### src/rtl/pscfg_pkg.sv
package pscfg_pkg;

  typedef enum logic [2:0] {
    ST_IDLE,
    ST_REQ_A,
    ST_REQ_LOW,
    ST_REQ_B,
    ST_READY_WAIT,
    ST_SHIFT,
    ST_FLUSH,
    ST_TRAIL
  } seq_state_e;

  // handshake word bit positions (fixed, decoded by software)
  localparam int HS_REQ  = 0;
  localparam int HS_DONE = 1;
  localparam int HS_STAT = 2;

endpackage

### src/rtl/pscfg_tick.sv
module pscfg_tick #(
  parameter int DIV_W = 8
) (
  input  logic             clk,
  input  logic             rst_n,
  input  logic             run,
  input  logic [DIV_W-1:0] div,
  output logic             tick
);

  logic [DIV_W-1:0] cnt_q, cnt_d;

  always_comb begin
    tick  = run && (cnt_q == div);
    cnt_d = cnt_q;
    if (!run || tick) begin
      cnt_d = '0;
    end else begin
      cnt_d = cnt_q + 1'b1;
    end
  end

  always_ff @(posedge clk or negedge rst_n) begin
    if (!rst_n) begin
      cnt_q <= '0;
    end else begin
      cnt_q <= cnt_d;
    end
  end

endmodule

### src/rtl/pscfg_sync.sv
module pscfg_sync #(
  parameter int W      = 2,
  parameter int STAGES = 2
) (
  input  logic         clk,
  input  logic         rst_n,
  input  logic [W-1:0] d,
  output logic [W-1:0] q
);

  logic [STAGES-1:0][W-1:0] stg_q;

  always_ff @(posedge clk or negedge rst_n) begin
    if (!rst_n) begin
      stg_q <= '0;
    end else begin
      stg_q[0] <= d;
      for (int s = 1; s < STAGES; s++) begin
        stg_q[s] <= stg_q[s-1];
      end
    end
  end

  assign q = stg_q[STAGES-1];

endmodule

### src/rtl/pscfg_serdrv.sv
module pscfg_serdrv #(
  parameter int BYTE_W = 8
) (
  input  logic              clk,
  input  logic              rst_n,
  input  logic              clr,
  input  logic              load,
  input  logic [BYTE_W-1:0] load_byte,
  input  logic              rise,
  input  logic              fall,
  output logic              dclk,
  output logic              dout,
  output logic              empty
);

  localparam int CNT_W = $clog2(BYTE_W + 1);

  logic [BYTE_W-1:0] sh_q, sh_d;
  logic [CNT_W-1:0]  left_q, left_d;
  logic              dclk_q, dclk_d;

  always_comb begin
    sh_d   = sh_q;
    left_d = left_q;
    dclk_d = dclk_q;
    if (clr) begin
      sh_d   = '0;
      left_d = '0;
      dclk_d = 1'b0;
    end else begin
      if (load) begin
        sh_d   = load_byte;
        left_d = CNT_W'(BYTE_W);
      end
      if (rise) begin
        dclk_d = 1'b1;
      end
      if (fall) begin
        dclk_d = 1'b0;
        if (left_q != '0) begin
          sh_d   = {1'b0, sh_q[BYTE_W-1:1]};
          left_d = left_q - 1'b1;
        end
      end
    end
  end

  always_ff @(posedge clk or negedge rst_n) begin
    if (!rst_n) begin
      sh_q   <= '0;
      left_q <= '0;
      dclk_q <= 1'b0;
    end else begin
      sh_q   <= sh_d;
      left_q <= left_d;
      dclk_q <= dclk_d;
    end
  end

  assign dclk  = dclk_q;
  assign dout  = sh_q[0];
  assign empty = (left_q == '0);

endmodule

### src/rtl/pscfg_seq.sv
module pscfg_seq
  import pscfg_pkg::*;
#(
  parameter int DIV_W       = 8,
  parameter int HOLD_W      = 8,
  parameter int BYTE_W      = 8,
  parameter int STAT_WAIT   = 15625,
  parameter int DONE_WAIT   = 15625,
  parameter int TRAIL_CLKS  = 10,
  parameter int PAD_BYTES   = 2,
  parameter int SYNC_STAGES = 2
) (
  input  logic              clk,
  input  logic              rst_n,
  input  logic              start_i,
  input  logic [DIV_W-1:0]  cfg_div_i,
  input  logic [HOLD_W-1:0] cfg_hold_i,
  input  logic [BYTE_W-1:0] s_data_i,
  input  logic              s_valid_i,
  input  logic              s_last_i,
  output logic              s_ready_o,
  input  logic              n_status_i,
  input  logic              conf_done_i,
  output logic              n_cfg_o,
  output logic              dclk_o,
  output logic              data_o,
  output logic              busy_o,
  output logic              done_o,
  output logic              error_o,
  output logic [2:0]        hs_word_o
);

  localparam int WCNT_W = $clog2(STAT_WAIT);
  localparam int PCNT_W = $clog2(DONE_WAIT + 1);
  localparam int TCNT_W = $clog2(TRAIL_CLKS + 1);
  localparam int PAD_W  = $clog2(PAD_BYTES + 1);
  localparam logic [WCNT_W-1:0] WAIT_LAST = WCNT_W'(STAT_WAIT - 1);
  localparam logic [PCNT_W-1:0] PULSE_MAX = PCNT_W'(DONE_WAIT);
  localparam logic [TCNT_W-1:0] TRAIL_MAX = TCNT_W'(TRAIL_CLKS);
  localparam logic [PAD_W-1:0]  PAD_INIT  = PAD_W'(PAD_BYTES);

  seq_state_e        state_q, state_d;
  logic [HOLD_W-1:0] dcnt_q, dcnt_d;
  logic [WCNT_W-1:0] wcnt_q, wcnt_d;
  logic [PCNT_W-1:0] pcnt_q, pcnt_d;
  logic [TCNT_W-1:0] tcnt_q, tcnt_d;
  logic [PAD_W-1:0]  pads_q, pads_d;
  logic              last_q, last_d;
  logic              done_q, done_d;
  logic              err_q, err_d;
  logic              ncfg_q, ncfg_d;

  logic              run, tick, hold_end, low_tick;
  logic              sh_clr, sh_load, sh_rise, sh_fall, sh_empty;
  logic [BYTE_W-1:0] sh_byte;
  logic [1:0]        sync_q;
  logic              nst_s, cd_s;

  assign run = (state_q != ST_IDLE);

  pscfg_tick #(.DIV_W(DIV_W)) u_tick (
    .clk  (clk),
    .rst_n(rst_n),
    .run  (run),
    .div  (cfg_div_i),
    .tick (tick)
  );

  pscfg_sync #(.W(2), .STAGES(SYNC_STAGES)) u_sync (
    .clk  (clk),
    .rst_n(rst_n),
    .d    ({n_status_i, conf_done_i}),
    .q    (sync_q)
  );

  assign nst_s = sync_q[1];
  assign cd_s  = sync_q[0];

  pscfg_serdrv #(.BYTE_W(BYTE_W)) u_ser (
    .clk      (clk),
    .rst_n    (rst_n),
    .clr      (sh_clr),
    .load     (sh_load),
    .load_byte(sh_byte),
    .rise     (sh_rise),
    .fall     (sh_fall),
    .dclk     (dclk_o),
    .dout     (data_o),
    .empty    (sh_empty)
  );

  assign hold_end = tick && (dcnt_q == cfg_hold_i);
  assign low_tick = tick && !dclk_o;
  assign sh_fall  = tick && dclk_o;

  // next-state logic
  always_comb begin
    state_d = state_q;
    dcnt_d  = dcnt_q;
    wcnt_d  = wcnt_q;
    pcnt_d  = pcnt_q;
    tcnt_d  = tcnt_q;
    pads_d  = pads_q;
    last_d  = last_q;
    done_d  = done_q;
    err_d   = err_q;
    sh_clr  = 1'b0;
    sh_load = 1'b0;
    sh_byte = s_data_i;
    sh_rise = 1'b0;
    if (tick && !hold_end) begin
      dcnt_d = dcnt_q + 1'b1;
    end
    unique case (state_q)
      ST_IDLE: begin
        sh_clr = 1'b1;
        dcnt_d = '0;
        if (start_i) begin
          state_d = ST_REQ_A;
          done_d  = 1'b0;
          err_d   = 1'b0;
        end
      end
      ST_REQ_A: begin
        if (hold_end) begin
          state_d = ST_REQ_LOW;
          dcnt_d  = '0;
        end
      end
      ST_REQ_LOW: begin
        if (hold_end) begin
          state_d = ST_REQ_B;
          dcnt_d  = '0;
        end
      end
      ST_REQ_B: begin
        if (hold_end) begin
          state_d = ST_READY_WAIT;
          dcnt_d  = '0;
          wcnt_d  = '0;
        end
      end
      ST_READY_WAIT: begin
        if (tick) begin
          if (nst_s) begin
            state_d = ST_SHIFT;
            last_d  = 1'b0;
            pads_d  = PAD_INIT;
          end else if (wcnt_q == WAIT_LAST) begin
            state_d = ST_IDLE;
            err_d   = 1'b1;
          end else begin
            wcnt_d = wcnt_q + 1'b1;
          end
        end
      end
      ST_SHIFT: begin
        if (sh_empty) begin
          if (!last_q) begin
            if (s_valid_i) begin
              sh_load = 1'b1;
              last_d  = s_last_i;
            end
          end else if (pads_q != '0) begin
            sh_load = 1'b1;
            sh_byte = '0;
            pads_d  = pads_q - 1'b1;
          end else begin
            state_d = ST_FLUSH;
            pcnt_d  = '0;
          end
        end else if (low_tick) begin
          sh_rise = 1'b1;
        end
      end
      ST_FLUSH: begin
        if (low_tick) begin
          if (cd_s) begin
            state_d = ST_TRAIL;
            tcnt_d  = '0;
          end else if (pcnt_q == PULSE_MAX) begin
            state_d = ST_IDLE;
            err_d   = 1'b1;
          end else begin
            sh_rise = 1'b1;
            pcnt_d  = pcnt_q + 1'b1;
          end
        end
      end
      ST_TRAIL: begin
        if (low_tick) begin
          if (tcnt_q == TRAIL_MAX) begin
            state_d = ST_IDLE;
            done_d  = 1'b1;
          end else begin
            sh_rise = 1'b1;
            tcnt_d  = tcnt_q + 1'b1;
          end
        end
      end
      default: state_d = ST_IDLE;
    endcase
    ncfg_d = (state_d != ST_REQ_LOW);
  end

  // state registers
  always_ff @(posedge clk or negedge rst_n) begin
    if (!rst_n) begin
      state_q <= ST_IDLE;
      dcnt_q  <= '0;
      wcnt_q  <= '0;
      pcnt_q  <= '0;
      tcnt_q  <= '0;
      pads_q  <= '0;
      last_q  <= 1'b0;
      done_q  <= 1'b0;
      err_q   <= 1'b0;
      ncfg_q  <= 1'b1;
    end else begin
      state_q <= state_d;
      dcnt_q  <= dcnt_d;
      wcnt_q  <= wcnt_d;
      pcnt_q  <= pcnt_d;
      tcnt_q  <= tcnt_d;
      pads_q  <= pads_d;
      last_q  <= last_d;
      done_q  <= done_d;
      err_q   <= err_d;
      ncfg_q  <= ncfg_d;
    end
  end

  assign s_ready_o = (state_q == ST_SHIFT) && sh_empty && !last_q;
  assign n_cfg_o   = ncfg_q;
  assign busy_o    = run;
  assign done_o    = done_q;
  assign error_o   = err_q;

  always_comb begin
    hs_word_o          = '0;
    hs_word_o[HS_REQ]  = ncfg_q;
    hs_word_o[HS_DONE] = cd_s;
    hs_word_o[HS_STAT] = nst_s;
  end

endmodule

### config.mk
export PLATFORM = sky130hd
export DESIGN_NAME = pscfg_seq
export DESIGN_NICKNAME = d
export VERILOG_FILES = /design/src/rtl/pscfg_pkg.sv /design/src/rtl/pscfg_tick.sv /design/src/rtl/pscfg_sync.sv /design/src/rtl/pscfg_serdrv.sv /design/src/rtl/pscfg_seq.sv
export SDC_FILE = /design/constraint.sdc
export NUM_CORES = 1
export LEC_CHECK = 0
export BUFFER_PORTS_ARGS = -buffer_cell sky130_fd_sc_hd__clkbuf_2
export CORE_ASPECT_RATIO = 0.8
export CORE_MARGIN = 2
export CORE_UTILIZATION = 40
export CTS_BUF_LIST = sky130_fd_sc_hd__clkbuf_4
export DETAILED_ROUTE_END_ITERATION = 7
export SYNTH_ARGS = -nofsm -noshare
export SYNTH_HDL_FRONTEND = slang
export SYNTH_SLANG_ARGS = --single-unit
export TNS_END_PERCENT = 100
### constraint.sdc
create_clock -name clk -period 2.2 [get_ports clk]
set_input_delay 0.44 -clock clk [delete_from_list [all_inputs] [get_ports clk]]
set_output_delay 0.44 -clock clk [all_outputs]
set_load 0.005 [all_outputs]
**Word level (Yosys, flattened, before mapping)**

Index checks and enable logic that the tools add are counted.

- Add/subtract/negate cells: 7
- Multipliers: 0
- Div/mod/pow operators: 0
- $lt $le $gt $ge: 0
- Equality and inequality tests: 32
- Shift operators: 0
- Mux-type cells: 89
- Bitwise logic cells: 0
- Reductions and logical operators: 32

Operator list:

| kind | number |
|---|---|
| $mux 14 | 10 |
| $mux 8 | 11 |
| $pmux 14 s2 | 2 |
| $mux 3 | 15 |
| $ne 2x2->1 const B | 17 |
| $mux 4 | 8 |
| $mux 1 | 30 |
| $add 14x1->14 const B | 2 |
| $eq 14x14->1 const B | 2 |
| $pmux 3 s8 | 1 |
| $add 8x1->8 const B | 2 |
| $eq 8x8->1 | 2 |
| $pmux 8 s2 | 1 |
| $eq 3x3->1 const B | 4 |
| $reduce_bool 2->1 | 6 |
| $mux 2 | 5 |
| $reduce_and 5->1 | 2 |
| $reduce_bool 3->1 | 3 |
| $pmux 4 s2 | 1 |
| $reduce_and 4->1 | 2 |
| $reduce_and 8->1 | 1 |
| $logic_and 1x1->1 | 7 |
| $reduce_and 7->1 | 1 |
| $eq 3x2->1 const B | 2 |
| 17 further kinds | 23 |

- Register bits: 74
- Bits in latches: 0
- Memory bits (writable): 0
- ROM bits: 0
- Input port bits: 31
- Output and inout port bits: 10
- Memories kept: 0

**Longest topological paths before layout**

- Depth after elaboration: 9
- Mapped depth: 10

**Cells and area by module**

A second synthesis with hierarchy kept.

- Cells, all modules: 443
- Area total of the unflattened synthesis: 4284.1 um^2

Modules (own cells, without submodules):

| module | instances | cells an instance | area an instance (um^2) | sequential area each (um^2) |
|---|---|---|---|---|
| pscfg_seq | 1 | 325 | 2926.6 | 1227.4 |
| pscfg_serdrv | 1 | 66 | 742.0 | 325.3 |
| pscfg_tick | 1 | 46 | 500.5 | 200.2 |
| pscfg_sync | 1 | 6 | 115.1 | 100.1 |

**Least setup slack after synthesis**

Ideal clock, no wire load.

- Kind: reg2reg
- From: reg u_ser.left_q[0]
- To: reg pcnt_q[13]
- Data arrival time: 2295 ps
- Required time: 2123 ps
- Slack: -172 ps
- Stages on the path, launching flop included: 10
- Path buffers: 1
- Period minus slack after synthesis: 2372 ps
- Cells stage by stage: dfrtp_1 inv_1 ha_1 or3b_1 buf_2 nor3_4 o21ai_2 or4_1 or3_1 a21oi_1

- Word-level cells in the longest chain between the ends: 3

Ends and longest elaborated chain:

| element | RTL line | source |
|---|---|---|
| start, declared | pscfg_serdrv.sv:19 | `logic [CNT_W-1:0] left_q, left_d;` |
| start signal, assigned | pscfg_serdrv.sv:55 | `left_q <= left_d;` |
| $logic_not 4->1 | pscfg_serdrv.sv:62 | `assign empty = (left_q == '0);` |
| $ne 2x2->1 (no source line) | -- |  |
| $reduce_and 7->1 (no source line) | -- |  |
| end signal, assigned | pscfg_seq.sv:223 | `pcnt_q <= pcnt_d;` |
| end, declared | pscfg_seq.sv:45 | `logic [PCNT_W-1:0] pcnt_q, pcnt_d;` |

No other way between the ends.
A chain may end at the register's enable or synchronous reset.

**Final worst setup path**

- From: reg u_ser.left_q[1]
- To: reg pcnt_q[13]

The elaborated chain is that of the path after synthesis.

==> run_summary.xml <==
<?xml version="1.0" encoding="UTF-8"?>
<metrics>
  <group name="logic_synthesis">
    <metric name="postSynth.topFlopCell" unit="">sky130_fd_sc_hd__dfrtp_1</metric>
    <metric name="synthXorXnorAreaFrac" unit="">0.0642</metric>
    <metric name="synth_compound_area_frac" unit="">0.178</metric>
    <metric name="ys_ff_latch" unit="">74</metric>
    <metric name="postSynth.asyncResetShare" unit="">1.00</metric>
    <metric name="dominant_combinational_cell_family_by_area_after_synthesis" unit="">simple AND/OR/NAND/NOR gates</metric>
    <metric name="post_synth_instance_area" unit="mm²">0.00436</metric>
    <metric name="synth.yosys.seq_area_share" unit="">0.425</metric>
    <metric name="syn-num-nets" unit="">516</metric>
    <metric name="post_synth_mux_area_share" unit="">0.00717</metric>
    <metric name="adder_cell_area_share_of_the_yosys_netlist" unit="">0.0315</metric>
    <metric name="synth_edf_count" unit="">0</metric>
    <metric name="post_synth_inst_count" unit="">474</metric>
    <metric name="postSynthAreaPerCell" unit="µm²">9.20</metric>
    <metric name="yosysUniqueCellTypes" unit="">68</metric>
    <metric name="synth_simple_gate_area_frac" unit="">0.249</metric>
    <metric name="yosys_warnings" unit="">0</metric>
  </group>
  <group name="routing">
    <metric name="drcViolationCount" unit="">0</metric>
    <metric name="drt-vias-per-instance" unit="">5.44</metric>
    <metric name="routed_wire_length_per_instance" unit="µm">15.1</metric>
    <metric name="route.vias.total" unit="">3845</metric>
    <metric name="detail_route.wirelength" unit="mm">10.6</metric>
    <metric name="ant_nets" unit="">0</metric>
    <metric name="drt-pass1-iter-count" unit="">5</metric>
    <metric name="detailedRoute.firstIterationViolations" unit="">301</metric>
  </group>
  <group name="timing">
    <metric name="time_the_worst_path_needs_with_i_o_delays_and_setup" unit="ns">2.23</metric>
    <metric name="slew_headroom" unit="">0.676</metric>
    <metric name="setup_repair_after_global_routing_missed_its_margin" unit="">yes</metric>
    <metric name="period_share" unit="">1.01</metric>
    <metric name="worst_clock_skew" unit="ns">0.0220</metric>
    <metric name="max_freq" unit="MHz">448</metric>
    <metric name="timing.final.setup_violations" unit="">1</metric>
    <metric name="hold_viol" unit="">0</metric>
    <metric name="totalNegativeSetupSlack" unit="ns">-0.0304</metric>
    <metric name="tightestPinTransition" unit="ns">0.483</metric>
    <metric name="timing.final.ws_setup" unit="ns">-0.0304</metric>
    <metric name="final-max-slew-violation-count" unit="">0</metric>
  </group>
  <group name="setup_path">
    <metric name="worst_setup_path_start_kind" unit="">flop</metric>
    <metric name="critical_path.max_fanout" unit="">4</metric>
    <metric name="critPathKind" unit="">flop to flop</metric>
    <metric name="cp.arrival" unit="ns">2.60</metric>
    <metric name="cp_data_required_time" unit="ns">2.57</metric>
    <metric name="sort_of_element_at_the_end_of_the_critical_path" unit="">flop</metric>
  </group>
  <group name="min_path">
    <metric name="min-delay-path-class" unit="">input pin to flop</metric>
  </group>
  <group name="placed_design">
    <metric name="placedInstanceArea" unit="mm²">0.00501</metric>
    <metric name="place_ws" unit="ns">-0.0835</metric>
    <metric name="place_congestion" unit="">0.865</metric>
    <metric name="io_buffers" unit="">40</metric>
    <metric name="post-dp-hpwl" unit="mm">7.63</metric>
  </group>
  <group name="clocking">
    <metric name="numClockSinks" unit="">74</metric>
    <metric name="ctsRootBufferMaster" unit="">sky130_fd_sc_hd__clkbuf_4</metric>
    <metric name="worst_setup_hold_path_clk_slew" unit="ns">0.12</metric>
    <metric name="clock_latency" unit="ns">0.44</metric>
    <metric name="clock_tree.htree_level_count" unit="">3</metric>
    <metric name="number_of_buffers_between_clock_root_and_the_deepest_sink" unit="">2</metric>
    <metric name="cts_tree" unit="">yes</metric>
    <metric name="cts_made_buffers" unit="">9</metric>
  </group>
  <group name="floorplanning">
    <metric name="die_x" unit="µm">121</metric>
    <metric name="die_area" unit="mm²">0.0118</metric>
    <metric name="initial_utilization" unit="">0.405</metric>
    <metric name="ioPinCount" unit="">41</metric>
    <metric name="die_height" unit="µm">97.4</metric>
    <metric name="core_area" unit="mm²">0.0108</metric>
    <metric name="placementRows" unit="">34</metric>
  </group>
  <group name="power_and_ir_drop">
    <metric name="worst_ir_drop_vdd" unit="µV">434</metric>
    <metric name="power_leakage" unit="nW">2.30</metric>
    <metric name="power_density" unit="mW/mm²">579</metric>
  </group>
  <group name="grt">
    <metric name="vias_in_the_first_global_route" unit="">3685</metric>
    <metric name="grt_first_pass_wirelength" unit="mm">17.9</metric>
    <metric name="track_usage" unit="">0.192</metric>
    <metric name="grt_max_degree" unit="">43</metric>
    <metric name="grt_overflow" unit="">0</metric>
    <metric name="antenna_found_initial" unit="">0</metric>
  </group>
  <group name="status">
    <metric name="failing_checks" unit="">setup timing</metric>
    <metric name="status" unit="">complete, but fails checks</metric>
  </group>
  <group name="finish">
    <metric name="mostFrequentLayoutCells" unit="">sky130_fd_sc_hd__dfrtp_1 (71), sky130_fd_sc_hd__buf_4 (56), sky130_fd_sc_hd__nor2_1 (42)</metric>
    <metric name="layout-area-overhead-vs-synth" unit="%">23.3</metric>
    <metric name="layout_commonest_cell" unit="">sky130_fd_sc_hd__dfrtp_1</metric>
    <metric name="n_antenna_cell" unit="">0</metric>
    <metric name="final_nets" unit="">600</metric>
    <metric name="final_core_utilization" unit="">0.500</metric>
    <metric name="post-route-cell-area" unit="mm²">0.00538</metric>
    <metric name="post_route_cells_drive_above_1_share" unit="">0.258</metric>
    <metric name="num-fill-cells" unit="">1014</metric>
  </group>
  <group name="run">
    <metric name="maxCapViolations" unit="">0</metric>
  </group>
</metrics>
==> layer usage <==
metal  track usage  wire length (µm)
met2         0.290              4940
met5             0                 0
met1         0.270              5170
met3        0.0440               480
met4        0.0680                52
==> flip-flops by register name, summed over array words and instances (netlist names), 3 cells and up <==
register and cells:
dcnt_q 8, pcnt_q 14, state_q 3, tcnt_q 4, u_ser.left_q 4, u_ser.sh_q 8
u_tick.cnt_q 8, wcnt_q 14
==> through the flow <==
stage | hold slack (ns) | cells | power, mW
global route | 0.0686 | 707 | 3.28
global placement | 0.332 | 678 | 2.01
detailed placement | 0.338 | 678 | 2.01
floorplan | 0.144 | 474 | 1.75
CTS | 0.0759 | 695 | 3.15
finish | 0.121 | 707 | 3.11
==> worst paths after layout <==
path / start / endpoint / slack (ns) / depth (start not counted)
min in group asynchronous: rst_n / u_ser.sh_q[7]$_DFF_PN0_ / 0.48 / 2
max in group asynchronous: rst_n / u_tick.cnt_q[0]$_DFF_PN0_ / 1.13 / 3
worst min register to register: u_sync.stg_q[0]$_DFF_PN0_ / u_sync.q[0]$_DFF_PN0_ / 0.36 / 0
worst min-delay path: conf_done_i / u_sync.stg_q[0]$_DFF_PN0_ / 0.12 / 1
worst max register to register: u_ser.left_q[1]$_DFF_PN0_ / pcnt_q[13]$_DFFE_PN0P_ / -0.03 / 8
worst max-delay path: u_ser.left_q[1]$_DFF_PN0_ / pcnt_q[13]$_DFFE_PN0P_ / -0.03 / 8
==> cell families (layout without fill, tap and decap cells) <==
group	after synthesis	in the layout
compound gates	113	113
fa+ha+maj	11	11
buf+inv	45	134
mux	3	3
flops	74	74
xor+xnor	32	32
simple gates	196	196
==> final cells by class <==
cell class	count	area [µm²]	share of cell area
Clock buffer	11	82.6	0.0154
Clock inverter	5	103	0.0191
Inverter	19	73.8	0.0137
Multi-Input combinational cell	355	2400	0.446
Sequential cell	74	1860	0.345
Tap cell	144	180	0.0335
Timing Repair Buffer	99	686	0.127
==> Yosys cell counts, drive strengths merged, types with 2 or more instances <==
| cell | instances | area, µm² |
|---|---|---|
| xor2 | 12 | 105 |
| or2 | 5 | 31.3 |
| clkbuf | 18 | 67.6 |
| nand3 | 30 | 150 |
| and4 | 3 | 26.3 |
| nand2b | 6 | 37.5 |
| or3 | 6 | 37.5 |
| o31ai | 21 | 158 |
| a21oi | 30 | 150 |
| nand3b | 2 | 15.0 |
| inv | 19 | 71.3 |
| a211oi | 10 | 80.1 |
| o21ai | 20 | 104 |
| nor4 | 4 | 40.0 |
| a31oi | 2 | 27.5 |
| o41ai | 2 | 17.5 |
| o21a | 2 | 15.0 |
| or3b | 2 | 20.0 |
| and3 | 9 | 56.3 |
| nand4 | 16 | 100 |
| nor2 | 45 | 179 |
| ha | 11 | 138 |
| a22oi | 7 | 52.6 |
| a2111oi | 3 | 32.5 |
| dfrtp | 73 | 1830 |
| xnor2 | 20 | 175 |
| buf | 8 | 60.1 |
| nor2b | 4 | 25.0 |
| or4 | 21 | 158 |
| nor3 | 6 | 41.3 |
| nor3b | 2 | 15.0 |
| mux2i | 2 | 20.0 |
| a41oi | 2 | 17.5 |
| nand2 | 30 | 113 |
| and2 | 2 | 12.5 |
==> what timing repair did <==
action                     in CTS  in global routing
gates resized for setup         9                 10
hold buffers                    1                  0
setup endpoints to repair      13                 29
pin swaps                       0                  6
setup buffers                   0                 12
gates cloned                    0                  0
hold endpoints to repair       31                  0
==> worst max-delay path, cell delays in order, from the launching register on <==
cell and delay (ns):
sky130_fd_sc_hd__dfrtp_1 0.41, sky130_fd_sc_hd__inv_2 0.08, sky130_fd_sc_hd__ha_4 0.14, sky130_fd_sc_hd__or3b_4 0.41
sky130_fd_sc_hd__nor3_4 0.14, sky130_fd_sc_hd__o21ai_2 0.07, sky130_fd_sc_hd__or4_1 0.42, sky130_fd_sc_hd__or3_1 0.38
sky130_fd_sc_hd__a21oi_2 0.12
==> where the power goes <==
group,switching (mW),internal (mW)
registers,0.0430,1.40
clock network,0.488,0.599
logic,0.361,0.222
No activity file was read; power rests on OpenSTA's default activity.
